### src/rtl/irq_dma_pkg.sv
package irq_dma_pkg;
    localparam int DATA_W       = 16;
    localparam int OFF_W        = 3;
    localparam int NUM_SRC      = 14;
    localparam int IRQ_MASTER   = 14;
    localparam int NUM_CH       = 9;
    localparam int DMA_MASTER   = 9;
    localparam int DMA_USED     = 11;
    localparam int LVL_W        = 3;

    localparam logic [OFF_W-1:0] OFF_IEN_W = 3'd0;
    localparam logic [OFF_W-1:0] OFF_IRQ_W = 3'd1;
    localparam logic [OFF_W-1:0] OFF_DMA_W = 3'd2;
    localparam logic [OFF_W-1:0] OFF_IEN_R = 3'd4;
    localparam logic [OFF_W-1:0] OFF_IRQ_R = 3'd5;
    localparam logic [OFF_W-1:0] OFF_DMA_R = 3'd6;

    localparam logic [DATA_W-1:0] IEN_MASK = {1'b0, {(DATA_W-1){1'b1}}};
    localparam logic [DATA_W-1:0] IRQ_MASK = {1'b0, {(DATA_W-1){1'b1}}};
    localparam logic [DATA_W-1:0] DMA_MASK = {{(DATA_W-DMA_USED){1'b0}}, {DMA_USED{1'b1}}};

    // Interrupt level carried by each request source bit.
    function automatic logic [LVL_W-1:0] src_level(input int idx);
        if (idx < 3)       return 3'd1;
        else if (idx < 4)  return 3'd2;
        else if (idx < 7)  return 3'd3;
        else if (idx < 11) return 3'd4;
        else if (idx < 13) return 3'd5;
        else               return 3'd6;
    endfunction
endpackage

### src/rtl/setclr_reg.sv
module setclr_reg #(
    parameter int              W     = 16,
    parameter logic [W-1:0]    WMASK = '1
) (
    input  logic         clk,
    input  logic         rst_n,
    input  logic         wr,
    input  logic [W-1:0] wdata,
    input  logic [W-1:0] hw_set,
    output logic [W-1:0] q
);
    logic [W-1:0] sel;
    logic [W-1:0] nxt;

    assign sel = wdata & WMASK;

    always_comb begin
        nxt = q;
        if (wr) begin
            if (wdata[W-1]) nxt = q | sel;
            else            nxt = q & ~sel;
        end
        // hardware sets are applied last so they override a same-cycle clear
        nxt = nxt | (hw_set & WMASK);
    end

    always_ff @(posedge clk or negedge rst_n) begin
        if (!rst_n) q <= '0;
        else        q <= nxt;
    end
endmodule

### src/rtl/irq_prio.sv
module irq_prio
    import irq_dma_pkg::*;
#(
    parameter int NSRC = NUM_SRC
) (
    input  logic [NSRC-1:0]  en,
    input  logic [NSRC-1:0]  req,
    input  logic             master,
    output logic [LVL_W-1:0] level
);
    logic [LVL_W-1:0] best;

    always_comb begin
        best = '0;
        for (int i = 0; i < NSRC; i++) begin
            if (en[i] && req[i] && (src_level(i) > best)) best = src_level(i);
        end
        level = master ? best : '0;
    end
endmodule

### src/rtl/dma_gate.sv
module dma_gate #(
    parameter int NCH = 9
) (
    input  logic [NCH-1:0] ctl,
    input  logic           master,
    output logic [NCH-1:0] ch_en
);
    for (genvar g = 0; g < NCH; g++) begin : g_ch
        assign ch_en[g] = ctl[g] & master;
    end
endmodule

### src/rtl/irq_dma_ctrl.sv
module irq_dma_ctrl
    import irq_dma_pkg::*;
(
    input  logic              clk,
    input  logic              rst_n,
    input  logic [OFF_W-1:0]  bus_off,
    input  logic [DATA_W-1:0] bus_wdata,
    input  logic              bus_we,
    output logic [DATA_W-1:0] bus_rdata,
    input  logic [NUM_SRC-1:0] hw_evt,
    output logic [LVL_W-1:0]  cpu_ipl,
    output logic [NUM_CH-1:0] dma_ch_en
);
    logic [DATA_W-1:0] en_q, req_q, dma_q;
    logic              we_ien, we_irq, we_dma;

    assign we_ien = bus_we && (bus_off == OFF_IEN_W);
    assign we_irq = bus_we && (bus_off == OFF_IRQ_W);
    assign we_dma = bus_we && (bus_off == OFF_DMA_W);

    setclr_reg #(.W(DATA_W), .WMASK(IEN_MASK)) u_ien (
        .clk(clk), .rst_n(rst_n), .wr(we_ien), .wdata(bus_wdata),
        .hw_set('0), .q(en_q)
    );

    setclr_reg #(.W(DATA_W), .WMASK(IRQ_MASK)) u_irq (
        .clk(clk), .rst_n(rst_n), .wr(we_irq), .wdata(bus_wdata),
        .hw_set({{(DATA_W-NUM_SRC){1'b0}}, hw_evt}), .q(req_q)
    );

    setclr_reg #(.W(DATA_W), .WMASK(DMA_MASK)) u_dma (
        .clk(clk), .rst_n(rst_n), .wr(we_dma), .wdata(bus_wdata),
        .hw_set('0), .q(dma_q)
    );

    irq_prio #(.NSRC(NUM_SRC)) u_prio (
        .en(en_q[NUM_SRC-1:0]), .req(req_q[NUM_SRC-1:0]),
        .master(en_q[IRQ_MASTER]), .level(cpu_ipl)
    );

    dma_gate #(.NCH(NUM_CH)) u_gate (
        .ctl(dma_q[NUM_CH-1:0]), .master(dma_q[DMA_MASTER]), .ch_en(dma_ch_en)
    );

    always_comb begin
        case (bus_off)
            OFF_IEN_R: bus_rdata = en_q;
            OFF_IRQ_R: bus_rdata = req_q;
            OFF_DMA_R: bus_rdata = dma_q;
            default:   bus_rdata = '0;
        endcase
    end
endmodule

### config.mk
export PLATFORM = sky130hd
export DESIGN_NAME = irq_dma_ctrl
export DESIGN_NICKNAME = d
export VERILOG_FILES = /design/src/rtl/irq_dma_pkg.sv /design/src/rtl/setclr_reg.sv /design/src/rtl/irq_prio.sv /design/src/rtl/dma_gate.sv /design/src/rtl/irq_dma_ctrl.sv
export SDC_FILE = /design/constraint.sdc
export NUM_CORES = 1
export LEC_CHECK = 0
export ABC_AREA = 1
export BUFFER_PORTS_ARGS = -buffer_cell sky130_fd_sc_hd__buf_4
export CORE_UTILIZATION = 45
export CTS_BUF_LIST = sky130_fd_sc_hd__clkbuf_8
export DETAILED_ROUTE_END_ITERATION = 8
export PLACE_DENSITY_LB_ADDON = 0.25
export REMOVE_ABC_BUFFERS = 1
export SLEW_MARGIN = 40
export SYNTH_ARGS = -nofsm -noshare
export SYNTH_HDL_FRONTEND = slang
export SYNTH_HIERARCHICAL = 1
export SYNTH_SLANG_ARGS = --single-unit
### constraint.sdc
create_clock -name clk -period 0.95 [get_ports clk]
set_input_delay 0.095 -clock clk [delete_from_list [all_inputs] [get_ports clk]]
set_output_delay 0.095 -clock clk [all_outputs]
set_load 0.01 [all_outputs]
==> flow_summary.toml, run 1 <==
[run_status]
status = "finished, violations left"
violations = "negative setup slack"

[critical_path]
arrival_ps = 1370
critPathMaxFanout = 2
end_kind = "output pin"
crit_type = "reg2out"
critPathRequiredTime_ps = 850
start_kind = "register"

[finish]
nNetsFinal = 578
fillers = 477
syn_to_final_growth_pct = 53.3
final_cells = 618
multi_input_area_um2 = 1630
seq_area_um2 = 1030
layout-drive-gt1-share_pct = 34.4
antennaDiodeCount = 0

[routing]
wl_per_cell_um = 14.1
dr.first_iter.drc_count = 200
drc = 0
viasPerCell = 5.14
firstDrtPassIters = 4
ant_nets = 0
routed-via-count = 3178
routed_wirelength_mm = 8.70

[global_route]
grt_max_degree = 49
antenna_found_initial = 0
grt_pass1_vias = 2973
grt_pass1_wl_mm = 13.5
grt.total_usage_pct = 26.9
gr-total-overflow = 0

[floorplanning]
die_area_um2 = 6630
die_w_um = 81.4
start_util_pct = 47.4
io_pins = 64
fp.coreArea_um2 = 5990
num_rows = 28
fp.dieH_um = 81.4

[sta]
grt_setup_unrepaired = "true"
fin_ws_ps = -510
fin_tns_setup_ps = -7330
hold_viol_final = 0
setup_viol = 27
holdWs_ps = 5.73
period_minus_slack_ps = 1460
skew_ps = 0
max_freq_mhz = 685
finalCritPeriodShare_pct = 154
final_max_slew_viol_count = 0

[placed_design]
hpwl_mm = 5.65
gp_congestion = 0.792
placed_cells = 591
port_buffers = 62

[logic_synthesis]
synth_top_area_share_pct = 36.1
syn_area_um2 = 2840
postSynthAreaPerCell_um2 = 7.01
synth-seq-area-share_pct = 36.1
netlist_instances = 405
yosysTopAreaCell = "dfrtp_1"
synth_area_leaders = "dfrtp_1, nand3_1, nand2_1"
ys_ff_latch = 41
ys_types = 21
yosys_warnings = 6

[pwr]
vdd_ir_drop_max_mv = 0.930
total_power_mw = 4.58
powerDensity_nw_per_um2 = 1050
leakagePower_nw = 2.11

[min_path]
hold_path.class = "in2reg"

[cts]
cts_tree = "yes"
cts_num_sinks = 41
worstSkewPairLatency_ps = 290
cts_made_buffers = 5
cts_root_buf = "clkbuf_8"
cts.path.max_buffers = 2
ctsHtreeMaxLevel = 2
clk_pin_slew_worst_paths_ps = 80

[flow_run]
drv_cap = 0
## through the flow
step                      worst slack, ps  cell area (um2)  util, %
after floorplan                     -1200             2660        -
after global placement               -178             3670     61.3
after detailed placement             -224             3670     61.3
after CTS                            -483             4150     69.3
after global routing                 -563             4350     72.6
final                                -510             4350     72.6
## logic make-up (layout without fill, tap and decap cells)
logic type,after synthesis,in the layout,share of synthesized area (%)
compound gates,2,2,0.441
buf+inv,87,195,17.9
flops,41,41,36.1
other cells,4,34,0.529
simple gates,271,271,45.0
## per-layer routing
layer | vias up | global-route usage [%] | part of all wire (%)
li1 | 1562 | - | -
met1 | 1490 | 31.5 | 41
met2 | 116 | 49.8 | 51
met3 | 10 | 5.11 | 6.7
met4 | 0 | 6.79 | 1.4
met5 | - | 0 | 0
## worst paths after layout
| kind | from | to | slack [ps] | cells after the start |
|---|---|---|---|---|
| setup / recovery | u_ien/q[0] | cpu_ipl[0] | -510 | 7 |
| hold / removal | hw_evt[2] | u_irq/q[2] | 6 | 3 |
| setup reg to reg | u_ien/q[10] | u_ien/q[10] | 80 | 4 |
| hold reg to reg | u_dma/q[10] | u_dma/q[10] | 490 | 2 |
| max in group asynchronous | rst_n | u_dma/q[8] | 320 | 3 |
| min in group asynchronous | rst_n | u_irq/q[12] | 200 | 2 |
## flip-flops by register name (all words and copies together), names as in the netlist
register / cells
u_ien/q: 15
u_dma/q: 11
u_irq/q: 15
## placed cells by master, fill, tap and decap left out, types with 2 or more instances in the layout
master / count
clkbuf_8: 5
buf_4: 71
dfrtp_1: 37
inv_1: 45
conb_1: 34
nand3_1: 94
buf_6: 45
nand3_2: 23
dfrtp_2: 4
dlygate4sd3_1: 9
nand4_1: 33
nand2_4: 7
nand2_1: 102
nand2_2: 6
nor2_4: 2
inv_2: 9
bufinv_16: 2
buf_12: 6
nor3_4: 3
## area by class of cell
type,instances,share of cell area (%)
Inverter,56,5.00
Sequential cell,41,23.7
Multi-Input combinational cell,307,37.3
Tap cell,75,2.16
Clock buffer,5,1.58
Clock inverter,3,1.50
Timing Repair Buffer,131,28.7
## worst max-delay path: stages, from the launching register on
cell	delay (ps)
dfrtp_1	370
nand2_1	80
nand3_1	110
nand2_1	60
nand2_1	110
nand2_1	70
a21oi_1	140
buf_4	130
## synth_stat cells
| cell type | n |
|---|---|
| inv_4 | 1 |
| buf_2 | 3 |
| dfrtp_1 | 41 |
| buf_4 | 9 |
| conb_1 | 4 |
| nor2_1 | 1 |
| nor3_2 | 1 |
| nor2_2 | 1 |
| nand2_1 | 115 |
| a21boi_1 | 1 |
| nor2_4 | 1 |
| buf_6 | 16 |
| nor3_4 | 1 |
| a21oi_1 | 1 |
| nand4_1 | 33 |
| inv_1 | 54 |
| nor3_1 | 1 |
| nand3_1 | 117 |
| inv_6 | 1 |
| clkbuf_8 | 1 |
| clkbuf_4 | 2 |
## where the power goes
group | switching (mW) | leakage, nW | internal [mW]
clock | 0.644 | 0.0681 | 1.04
combinational | 0.567 | 1.68 | 0.516
sequential | 0.0326 | 0.365 | 1.78
## repair_timing
action	CTS	global route
hold endpoints to repair	49	0
setup buffers	7	14
hold buffers	9	0
pin swaps	21	18
setup endpoints to repair	27	34
resized for setup	71	36
Note: power is estimated with default switching activity, not from simulation.
==> inputs of run 2 (changes only) <==
--- a/config.mk
+++ b/config.mk
@@ -12,6 +12,8 @@
 export DETAILED_ROUTE_END_ITERATION = 8
 export PLACE_DENSITY_LB_ADDON = 0.25
 export REMOVE_ABC_BUFFERS = 1
+export SETUP_SLACK_MARGIN = 0.1
+export SKIP_LAST_GASP = 1
 export SLEW_MARGIN = 40
 export SYNTH_ARGS = -nofsm -noshare
 export SYNTH_HDL_FRONTEND = slang
==> flow_summary.toml, run 2 (synthesized netlist as in run 1, its figures left out) <==
[finish]
nNetsFinal = 586
finalInstanceArea_um2 = 4580
top_regs = "u_ien/q: 15 flops, u_irq/q: 15 flops, u_dma/q: 11 flops"
syn_to_final_growth_pct = 61.3
layout-drive-gt1-share_pct = 39.2
layout_common_cells = "nand2_1, nand3_1, buf_4"
antennaDiodeCount = 0
final_common_cell = "nand2_1"
final_cells = 626
utilization_pct = 76.4

[placed_design]
placed_cells = 591
gp_congestion = 0.792
hpwl_mm = 5.65
port_buffers = 62
placedInstanceArea_um2 = 3670

[global_route]
gr-total-overflow = 0
antenna_found_initial = 0
grt_max_degree = 49
grt_pass1_vias = 2975
grt_pass1_wl_mm = 13.4
grt.total_usage_pct = 26.8

[critical_path]
path_delay_family = "simple AND/OR/NAND/NOR gates"
cpMaxStageDelayCell = "dfrtp_1"
arrival_ps = 1420
cp_common_cell = "nand2_1"
critical_path.max_stage_delay_ps = 400
start_kind = "register"
critical_path_buf_inv_count = 1
cp.depth = 7
critPathMaxFanout = 2
critPathRequiredTime_ps = 850
end_kind = "output pin"
crit_type = "reg2out"
ff2ff_path_depth = 4
critical_path.cell_chain = "nand2_1 -> nand2_1 -> nor2_1 -> nand2_1 -> nand2_1 -> a21oi_1 -> buf_4"

[routing]
drc = 0
wl_per_cell_um = 16.0
met2_length_mm = 5.23
wl_met1_mm = 3.83
routed_wirelength_mm = 10.0
dr.first_iter.drc_count = 341
top_layer_used = "met4"
ant_nets = 0
firstDrtPassIters = 6
viasPerCell = 5.34
met3_length_um = 735
routed-via-count = 3342

[sta]
finalCritPeriodShare_pct = 160
hold_viol_final = 2
final_max_slew_viol_count = 0
max_freq_mhz = 660
grt_setup_unrepaired = "true"
fin_tns_setup_ps = -7780
skew_ps = 0
holdWs_ps = -0.969
setup_viol = 27
fin_ws_ps = -566
period_minus_slack_ps = 1520

[cts]
clk_pin_slew_worst_paths_ps = 90
cts_tree = "yes"
cts_made_buffers = 5
cts.path.max_buffers = 2
ctsHtreeMaxLevel = 2
worstSkewPairLatency_ps = 300
cts_num_sinks = 41
cts_root_buf = "clkbuf_8"

[min_path]
whs_path_depth = 3
hold_path.class = "in2reg"

[flow_run]
drv_cap = 0

[floorplanning]
die_area_um2 = 6630
fp.dieH_um = 81.4
start_util_pct = 47.4
num_rows = 28
die_w_um = 81.4
io_pins = 64
fp.coreArea_um2 = 5990

[pwr]
powerDensity_nw_per_um2 = 1030
total_power_mw = 4.70
vdd_ir_drop_max_mv = 1.02
leakagePower_nw = 2.19

[run_status]
status = "finished, violations left"
violations = "negative hold slack, negative setup slack"
run 2: cell count changes in the layout (fill, tap and decap cells not counted), moves of 2 or more:
cell       change
clkbuf_16      +2
buf_6         +12
buf_4          -6
nand3_2        +8
nand2_4        +3
nand2_1       -13
nand3_1        -8
nand2_2       +10
run 2: where the power goes:
| part | leakage, nW | switching (mW) | internal [mW] | total, mW |
|---|---|---|---|---|
| sequential | 0.365 | 0.0334 | 1.78 | 1.81 |
| combinational | 1.76 | 0.617 | 0.546 | 1.16 |
| clock | 0.0681 | 0.681 | 1.05 | 1.73 |
| total | 2.19 | 1.33 | 3.37 | 4.70 |
run 2: per-layer routing:
| metal | global-route usage (%) | vias up |
|---|---|---|
| li1 | - | 1581 |
| met1 | 31.1 | 1557 |
| met2 | 49.3 | 178 |
| met3 | 5.33 | 26 |
| met4 | 7.68 | 0 |
| met5 | 0 | - |
run 2: final timing paths:
check	start	slack, ps	to
worst max-delay path	u_irq/q[5]	-570	cpu_ipl[0]
worst min-delay path	hw_evt[3]	-1	u_irq/q[3]
worst max register to register	u_irq/q[0]	60	u_irq/q[0]
worst min register to register	u_dma/q[10]	490	u_dma/q[10]
max in group asynchronous	rst_n	330	u_dma/q[8]
min in group asynchronous	rst_n	190	u_irq/q[0]
run 2: what timing repair did:
action                                  CTS  global route
endpoints found under the hold margin    49             0
pin swaps                                22            32
resized for setup                        66            76
cloned                                    0             4
buffers inserted                          7            18
hold buffers                              9             0
endpoints found under the setup margin   29            47
run 2: tightest hold or removal path, cell delays in order:
cell     delay [ps]
buf_4            80
inv_1            40
nand3_2          60
run 2: cell type report:
type	instances	area [um2]
fillers	420	1410
multi-input cells	307	1710
flip-flops and latches	41	1030
inverters	56	218
repair buffers	139	1390
clock buffers	5	68.8
clock inverters	3	65.1
well taps	75	93.8
run 2: through the flow:
stage                     worst slack [ps]  hold slack [ps]
after global routing                  -582             6.75
after global placement                -178            -14.3
final                                 -566           -0.969
after CTS                             -483             1.58
after detailed placement              -224            -13.4
after floorplan                      -1200             -201
